File: src/rtl/hdx_pkg.sv
package hdx_pkg;

    // Direction of the shared data pin.
    typedef enum logic {
        DIR_IN  = 1'b0,
        DIR_OUT = 1'b1
    } dir_e;

    // Field positions inside a write command word.
    localparam int MODE_BIT_POS = 1;   // must be 1 for a normal word to be accepted
    localparam int CAL_EN_POS   = 15;  // opens a calibration burst
    localparam int CAL_RD_POS   = 14;  // 1: read burst, 0: write burst
    localparam int CAL_CNT_LSB  = 12;  // burst length minus one
    localparam int CAL_CNT_W    = 2;

endpackage

File: src/rtl/hdx_sync.sv
module hdx_sync #(
    parameter int           W       = 4,
    parameter int           STAGES  = 2,
    parameter logic [W-1:0] RST_VAL = '0
) (
    input  logic         clk,
    input  logic         rst_n,
    input  logic [W-1:0] d,
    output logic [W-1:0] q
);
    logic [W-1:0] stg_q [STAGES];

    for (genvar s = 0; s < STAGES; s++) begin : g_stage
        if (s == 0) begin : g_first
            always_ff @(posedge clk or negedge rst_n) begin
                if (!rst_n) stg_q[s] <= RST_VAL;
                else        stg_q[s] <= d;
            end
        end else begin : g_next
            always_ff @(posedge clk or negedge rst_n) begin
                if (!rst_n) stg_q[s] <= RST_VAL;
                else        stg_q[s] <= stg_q[s-1];
            end
        end
    end

    assign q = stg_q[STAGES-1];
endmodule

File: src/rtl/hdx_edge.sv
module hdx_edge #(
    parameter int           W       = 2,
    parameter logic [W-1:0] RST_VAL = '0
) (
    input  logic         clk,
    input  logic         rst_n,
    input  logic [W-1:0] lvl,
    output logic [W-1:0] rise,
    output logic [W-1:0] fall
);
    logic [W-1:0] prev_q;

    always_ff @(posedge clk or negedge rst_n) begin
        if (!rst_n) prev_q <= RST_VAL;
        else        prev_q <= lvl;
    end

    for (genvar b = 0; b < W; b++) begin : g_bit
        assign rise[b] =  lvl[b] & ~prev_q[b];
        assign fall[b] = ~lvl[b] &  prev_q[b];
    end
endmodule

File: src/rtl/hdx_serial_port.sv
module hdx_serial_port
    import hdx_pkg::*;
#(
    parameter int WORD_W      = 16,
    parameter int SYNC_STAGES = 2,
    parameter int MODE_BIT    = MODE_BIT_POS,
    parameter int CAL_EN_BIT  = CAL_EN_POS,
    parameter int CAL_RD_BIT  = CAL_RD_POS,
    parameter int CNT_LSB     = CAL_CNT_LSB,
    parameter int CNT_FIELD_W = CAL_CNT_W
) (
    input  logic              clk,
    input  logic              rst_n,
    input  logic              sclk_i,
    input  logic              frame_n_i,
    input  logic              pol_i,
    input  logic              din_i,
    output logic              dout_o,
    output logic              doe_o,
    output logic              wr_valid_o,
    output logic [WORD_W-1:0] wr_data_o,
    output logic              wr_cal_o,
    output logic              rd_req_o,
    input  logic [WORD_W-1:0] rd_data_i
);
    localparam int                CNT_W   = $clog2(WORD_W);
    localparam int                BURST_W = CNT_FIELD_W + 1;
    localparam logic [CNT_W-1:0]  LAST    = CNT_W'(WORD_W - 1);
    localparam logic [BURST_W-1:0] ONE    = BURST_W'(1);

    typedef struct packed {
        dir_e               dir;
        logic [CNT_W-1:0]   cnt;
        logic [WORD_W-1:0]  sh;
        logic               dout;
        logic [BURST_W-1:0] left;
        logic               burst;
        logic               wr_v;
        logic [WORD_W-1:0]  wr_d;
        logic               wr_cal;
        logic               rd_req;
    } state_t;

    state_t q, d;

    // ---------------------------------------------------------------
    // Synchronise and detect edges. Vector order: {pol, din, frame_n, sclk}.
    // ---------------------------------------------------------------
    logic [3:0] raw_in, syn;
    logic       sclk_s, frame_s, din_s, pol_s;
    logic [1:0] rise_v, fall_v;
    logic       frame_rise_unused;

    assign raw_in = {pol_i, din_i, frame_n_i, sclk_i};

    hdx_sync #(.W(4), .STAGES(SYNC_STAGES), .RST_VAL(4'b0010)) u_sync (
        .clk   (clk),
        .rst_n (rst_n),
        .d     (raw_in),
        .q     (syn)
    );

    assign sclk_s  = syn[0];
    assign frame_s = syn[1];
    assign din_s   = syn[2];
    assign pol_s   = syn[3];

    hdx_edge #(.W(2), .RST_VAL(2'b10)) u_edge (
        .clk   (clk),
        .rst_n (rst_n),
        .lvl   ({frame_s, sclk_s}),
        .rise  (rise_v),
        .fall  (fall_v)
    );

    logic frame_fall, active, smp_edge, shf_edge;
    assign frame_rise_unused = rise_v[1];
    assign frame_fall = fall_v[1];
    assign active     = ~frame_s;
    assign smp_edge   = pol_s ? rise_v[0] : fall_v[0];
    assign shf_edge   = pol_s ? fall_v[0] : rise_v[0];

    // ---------------------------------------------------------------
    // Next-state logic
    // ---------------------------------------------------------------
    logic [WORD_W-1:0] word;
    assign word = {q.sh[WORD_W-2:0], din_s};

    always_comb begin
        d        = q;
        d.wr_v   = 1'b0;
        d.rd_req = 1'b0;

        if (frame_fall && !q.burst) begin
            d.cnt = '0;
        end else if (active) begin
            if (q.dir == DIR_IN) begin
                if (smp_edge) begin
                    d.sh  = word;
                    d.cnt = q.cnt + 1'b1;
                    if (q.cnt == LAST) begin
                        d.cnt = '0;
                        if (q.burst) begin
                            // calibration data word: taken whatever its mode bit
                            d.wr_v   = 1'b1;
                            d.wr_d   = word;
                            d.wr_cal = 1'b1;
                            d.left   = q.left - ONE;
                            if (q.left == ONE) begin
                                d.burst  = 1'b0;
                                d.dir    = DIR_OUT;
                                d.rd_req = 1'b1;
                            end
                        end else if (word[MODE_BIT]) begin
                            d.wr_v   = 1'b1;
                            d.wr_d   = word;
                            d.wr_cal = 1'b0;
                            if (word[CAL_EN_BIT]) begin
                                d.burst = 1'b1;
                                d.left  = BURST_W'(word[CNT_LSB +: CNT_FIELD_W]) + ONE;
                                if (word[CAL_RD_BIT]) begin
                                    d.dir    = DIR_OUT;
                                    d.rd_req = 1'b1;
                                end
                            end else begin
                                d.dir    = DIR_OUT;
                                d.rd_req = 1'b1;
                            end
                        end else begin
                            // rejected word: the pin still turns around
                            d.dir    = DIR_OUT;
                            d.rd_req = 1'b1;
                        end
                    end
                end
            end else begin
                if (shf_edge) begin
                    d.dout = q.sh[WORD_W-1];
                    d.sh   = {q.sh[WORD_W-2:0], 1'b0};
                end
                if (smp_edge) begin
                    d.cnt = q.cnt + 1'b1;
                    if (q.cnt == LAST) begin
                        d.cnt = '0;
                        if (q.burst && q.left != ONE) begin
                            d.left   = q.left - ONE;
                            d.rd_req = 1'b1;
                        end else begin
                            d.burst = 1'b0;
                            d.left  = '0;
                            d.dir   = DIR_IN;
                        end
                    end
                end
            end
        end

        // The outgoing word is taken while the request is high.
        if (q.rd_req) begin
            d.sh = rd_data_i;
        end
    end

    always_ff @(posedge clk or negedge rst_n) begin
        if (!rst_n) q <= '0;
        else        q <= d;
    end

    assign dout_o     = q.dout;
    assign doe_o      = active & (q.dir == DIR_OUT);
    assign wr_valid_o = q.wr_v;
    assign wr_data_o  = q.wr_d;
    assign wr_cal_o   = q.wr_cal;
    assign rd_req_o   = q.rd_req;

    // Internal views for the bound checker
    logic             dir_out_w;
    logic             burst_w;
    logic [CNT_W-1:0] cnt_w;
    assign dir_out_w = (q.dir == DIR_OUT);
    assign burst_w   = q.burst;
    assign cnt_w     = q.cnt;

endmodule

File: config.mk
export PLATFORM = sky130hd
export DESIGN_NAME = hdx_serial_port
export DESIGN_NICKNAME = d
export VERILOG_FILES = /design/src/rtl/hdx_pkg.sv /design/src/rtl/hdx_sync.sv /design/src/rtl/hdx_edge.sv /design/src/rtl/hdx_serial_port.sv
export SDC_FILE = /design/constraint.sdc
export NUM_CORES = 1
export LEC_CHECK = 0
export BUFFER_PORTS_ARGS = -buffer_cell sky130_fd_sc_hd__clkbuf_2
export CAP_MARGIN = 30
export CORE_MARGIN = 10
export CORE_UTILIZATION = 30
export CTS_CLUSTER_SIZE = 14
export DETAILED_ROUTE_END_ITERATION = 12
export GPL_ROUTABILITY_DRIVEN = 1
export HOLD_SLACK_MARGIN = 0.15
export PLACE_DENSITY_LB_ADDON = 0.1
export SLEW_MARGIN = 20
export SYNTH_ARGS = -nofsm -noshare
export SYNTH_HDL_FRONTEND = slang
export SYNTH_SLANG_ARGS = --single-unit
File: constraint.sdc
create_clock -name clk -period 1.85 [get_ports clk]
set_input_delay 0.37 -clock clk [delete_from_list [all_inputs] [get_ports clk]]
set_output_delay 0.37 -clock clk [all_outputs]
set_load 0.005 [all_outputs]
### Word-level counts from Yosys, hierarchy flattened

Index checks and enable logic that the tools add are counted.

* bits in registers: 55
* input port bits: 22
* output and inout bits: 21

* add/subtract/negate cells: 3
* eq/ne operators: 8
* reduce and logical (&&, ||, !) cells: 15
* multiplexer cells: 34
* bitwise logic cells: 9

Operators by type and width (count)
* $mux W23: 3
* $mux W44: 1
* $mux W21: 2
* $mux W40: 1
* $mux W22: 1
* $mux W4: 5
* $mux W18: 1
* $mux W17: 1
* $mux W16: 1
* $mux W5: 3
* $mux W1: 14
* $reduce_and A6 Y1: 2
* $reduce_bool A3 Y1: 3
* $ne A2 B2 Y1 const B: 4
* $reduce_and A4 Y1: 2
* $not A1 Y1: 5
* $reduce_and A5 Y1: 1
* $add A4 B1 Y4 const B: 1
* $and A1 B1 Y1: 4
* $eq A4 B4 Y1 const B: 1
* $reduce_and A2 Y1: 2
* $reduce_bool A2 Y1: 2
* $add A2 B1 Y3 const B: 1
* $eq A3 B1 Y1 const B: 1
* other kinds (6): 7

### Longest topological paths before layout

* word-level depth: 10
* mapped depth: 6

### Cells and area by module

A second synthesis with hierarchy kept.

* cells, all modules: 209
* area, all modules: 2632.5 um2

Modules (own cells, without submodules)
* hdx_serial_port: cells each 191, area an instance 2313.5 um2, seq. area each 1126.1 um2, instances 1
* hdx_sync: cells each 12, area an instance 232.7 um2, seq. area each 202.7 um2, instances 1
* hdx_edge: cells each 6, area an instance 86.3 um2, seq. area each 51.3 um2, instances 1

### Least setup slack after synthesis

Ideal clock, no wire load.

* kind: register -> register
* start point: register u_edge.prev_q[1]
* end point: register q[29] (netlist name)
* path buffers: 1
* setup time: 0.125 ns
* data arrival time: 1.919 ns
* period minus slack after synthesis: 2.044 ns
* slack: -0.194 ns
* stages on the path, launching flop included: 6
* path through: dfstp_2 nor2b_1 nor2_1 a21oi_1 buf_2 mux2_2

* longest elaborated chain between the ends: 4

RTL lines
* from (decl): line hdx_edge.sv:11 `logic [W-1:0] prev_q;`
* from (signal assigned): line hdx_edge.sv:15 `else prev_q <= lvl;`
* $and A1 B1 Y1: line hdx_edge.sv:20 `assign fall[b] = ~lvl[b] & prev_q[b];`
* $logic_and A1 B1 Y1: line hdx_serial_port.sv:94 `if (frame_fall && !q.burst) begin`
* $ne A2 B2 Y1 (no line)
* $reduce_and A4 Y1 (no line)
* to (signal assigned): line hdx_serial_port.sv:165 `if (!rst_n) q <= '0;`
* to (signal assigned): line hdx_serial_port.sv:166 `else q <= d;`
* to (decl): line hdx_serial_port.sv:44 `state_t q, d;`

No other way between the ends.
A chain may end at the register's enable or synchronous reset.

### Worst setup path in the final report

* start point: register u_sync.stg_q, in the netlist u_sync.q[0]
* end point: register q, in the netlist wr_data_o[1]

* longest elaborated chain between the ends: 4
* elaborated cells between the ends (all ways): 5
* those cells by class: 1 x mux; 3 x bitwise; 1 x reduce/logical

RTL lines
* from (decl): line hdx_sync.sv:11 `logic [W-1:0] stg_q [STAGES];`
* from (signal, indexed assignment): line hdx_sync.sv:22 `else stg_q[s] <= stg_q[s-1];`
* $not A1 Y1: line hdx_edge.sv:20
* $and A1 B1 Y1: line hdx_edge.sv:20
* $mux W1 (*): line hdx_serial_port.sv:80 `assign smp_edge = pol_s ? rise_v[0] : fall_v[0];`
* $reduce_and A6 Y1 (no line) (*)

Mark *: on every way between the ends. The rest lies on a longest branch, timed or not.

==> impl_metrics.json <==
{
  "status": "finished with violations",
  "violations": "negative setup slack",
  "grt_pass1_vias": 1867,
  "finalHoldViolCount": 0,
  "syn-num-nets": 235,
  "dieHeight_microns": 114.8,
  "cts_inserted_buffers": 5,
  "htree_num_levels": 2,
  "ys_async_sr_fraction_pct": 100.0,
  "gr-usage-all-layers_pct": 8.953,
  "hp-class": "in2reg",
  "grt_start_max_net_pins": 56,
  "synth_top_cell_by_area": "dfrtp_1",
  "clock.fmax_mhz": 537.6,
  "ant_nets": 0,
  "cts_tree": "built",
  "path_cells": "or3b_4, a211oi_4, o211ai_4, buf_4, mux2_4",
  "p_per_area_nw_per_um2": 695.1,
  "firstDrtPassIters": 3,
  "syn_to_final_growth_pct": 21.78,
  "maxCapViolations": 0,
  "rsz0062_at_grt": "yes",
  "synth_common_cells": "52 x dfrtp_1, 34 x mux2_2, 16 x buf_4",
  "reg2reg_depth": 5,
  "layout_min_cycle_time_ns": 1.860,
  "antenna_cells": 0,
  "clock_path_buffers": 2,
  "holdWs_ns": 0.3564,
  "yosysSeqAreaShare_pct": 51.23,
  "fin_ws_ns": -0.01005,
  "die_x_microns": 114.8,
  "timing.reg2reg.setup_slack_ns": -0.01,
  "insertion_delay_ns": 0.31,
  "start_kind": "flop",
  "synth-edff-count": 0,
  "cp_num_buf_inv": 1,
  "critPathKind": "reg2reg",
  "grt_pass1_wl_microns": 9501,
  "gp_congestion": 0.7353,
  "place_area_sq_um": 3088,
  "crit_arrival_ns": 2.06,
  "io_buffers": 42,
  "pre_cts_ws_ns": -0.04977,
  "vias_per_cell": 4.593,
  "rows": 34,
  "hpwl_microns": 3948,
  "synth_most_common_cell": "dfrtp_1",
  "p_leak_uw": 0.001625,
  "synth_ff_type": "dfrtp_1",
  "drt_wl_total_microns": 5618,
  "core_area_sq_um": 8721,
  "required_ns": 2.05,
  "reg2reg_from": "u_sync.q[0]$_DFF_PN0_",
  "fin_crit_sh_pct": 100.5,
  "cp_slowest_stage_delay_ns": 0.42,
  "crit_end": "wr_data_o[1]$_DFFE_PN0P_",
  "slew_viol_final": 0,
  "layout-drive-gt1-share_pct": 50.57,
  "wl_per_cell_microns": 15.22,
  "drtIter0Drc": 50,
  "setup.worst_path.end_class": "flop",
  "cts_sinks": 55,
  "slowest_stage": "or3b_4",
  "setup_viol": 7,
  "fin_area_sq_um": 3281,
  "ir_worst_vdd_mv": 0.3045,
  "cts.reportedPaths.clkPinSlew_ns": 0.10,
  "netlist.area_leader.share_pct": 48.30,
  "critical_path_depth": 5,
  "fin_util_pct": 37.62,
  "cts-root-buf": "clkbuf_8",
  "critPathLaunch": "u_sync.q[0]$_DFF_PN0_",
  "fin_nets": 287,
  "dr_total_vias": 1695,
  "syn_avg_cell_area_sq_um": 12.89,
  "ys_ff_latch": 55,
  "fin_skew_ns": 0.007727,
  "r2r_end": "wr_data_o[1]$_DFFE_PN0P_",
  "synth_area_sq_um": 2694,
  "dieArea_sq_um": 13170,
  "initial_utilization_pct": 30.89,
  "grt_overflow_total": 0,
  "cp_max_fo": 5,
  "critPathTopFamily": "compound AO/OA/AOI/OAI gates",
  "syn-instance-count": 209,
  "yosys-top-cells-area": "dfrtp_1 48%, mux2_2 14%, mux2_4 5.0%",
  "antenna_found_initial": 0,
  "io_pins": 43,
  "max_slew_margin_pct": 68.23,
  "drcViolationCount": 0,
  "ys_types": 43,
  "yosys_warnings": 0,
  "worst_slew_pin_slew_ns": 0.4747
}
-- cells in the final DEF (no fill, tap or decap), types with 6 or more instances in the layout --
master and n:
buf_4 18, clkbuf_2 42, dfrtp_1 52, mux2_2 34, mux2_4 13, mux2i_1 6
nand2_1 9, nand2b_1 9
-- worst min-delay path: cells and delay by family --
family / cells / cell delay (ns)
AO/OA/AOI/OAI: 1 / 0.08
AND/OR/NAND/NOR: 1 / 0.11
buffers and inverters: 1 / 0.07
-- kinds of logic after synthesis --
group / synth area share [%]
buf+inv: 6.642
simple gates: 7.339
compound gates: 9.150
flops: 51.23
mux: 23.13
xor+xnor: 0.6504
fa+ha+maj: 1.858
-- routing by layer --
layer | share of wire (%) | wire (microns) | up-vias | GRT usage (%)
met4 | 1.2 | 66 | 0 | 2.970
met1 | 50 | 2808 | 831 | 12.18
met3 | 4.9 | 277 | 8 | 2.708
li1 | - | - | 828 | -
met5 | 0 | 0 | - | 0
met2 | 44 | 2466 | 28 | 13.25
-- worst min path at each step --
stage,slack [ns],end,startpoint,cells after the start
2_1_floorplan,0.07,burst_w$_DFFE_PN0P_,rst_n,0
3_3_place_gp,0.34,u_sync.q[2]$_DFF_PN0_,u_sync.stg_q[6]$_DFF_PN0_,0
3_5_place_dp,0.34,u_sync.q[0]$_DFF_PN0_,u_sync.stg_q[4]$_DFF_PN0_,0
4_1_cts,0.15,u_sync.stg_q[6]$_DFF_PN0_,din_i,1
5_1_grt,0.35,q[24]$_DFFE_PN0P_,rd_data_i[0],3
6_report,0.36,q[24]$_DFFE_PN0P_,rd_data_i[0],3
-- final cells by class --
cell class	count	area, sq um
clock buffers	5	68.82
inverters	5	18.77
clock inverters	2	13.76
well taps	108	135.1
flip-flops and latches	55	1380
fillers	861	5440
repair buffers	69	466.7
multi-input cells	125	1197
-- state kept, by name, indices dropped and copies added, names as in the netlist --
name / flops
burst_w: 1
cnt_w: 4
dir_out_w: 1
dout_o: 1
q: 19
rd_req_o: 1
u_edge.prev_q: 2
u_sync.q: 4
u_sync.stg_q: 4
wr_cal_o: 1
wr_data_o: 16
wr_valid_o: 1
-- metrics by stage --
stage | TNS, ns | cells | power, uW
finish | -0.02234 | 369 | 2280
detailed placement | -0.2313 | 357 | 1628
floorplan | -0.9053 | 209 | 1522
global route | -1.161 | 369 | 2409
global placement | -0.1117 | 357 | 1630
CTS | -0.2074 | 366 | 2318
-- repair_timing --
item / 4_1_cts / 5_1_grt
hold buffers: 2 / 3
gates resized for setup: 6 / 5
buffers inserted: 0 / 0
setup endpoints to repair: 23 / 26
pin swaps: 1 / 1
endpoints found under the hold margin: 53 / 3
-- report_power, final --
group / internal [uW] / switching (uW)
Clock: 261 / 409
Combinational: 162 / 97.1
Sequential: 1290 / 62.2
Total: 1710 / 568
(Power assumes the default switching activity.)
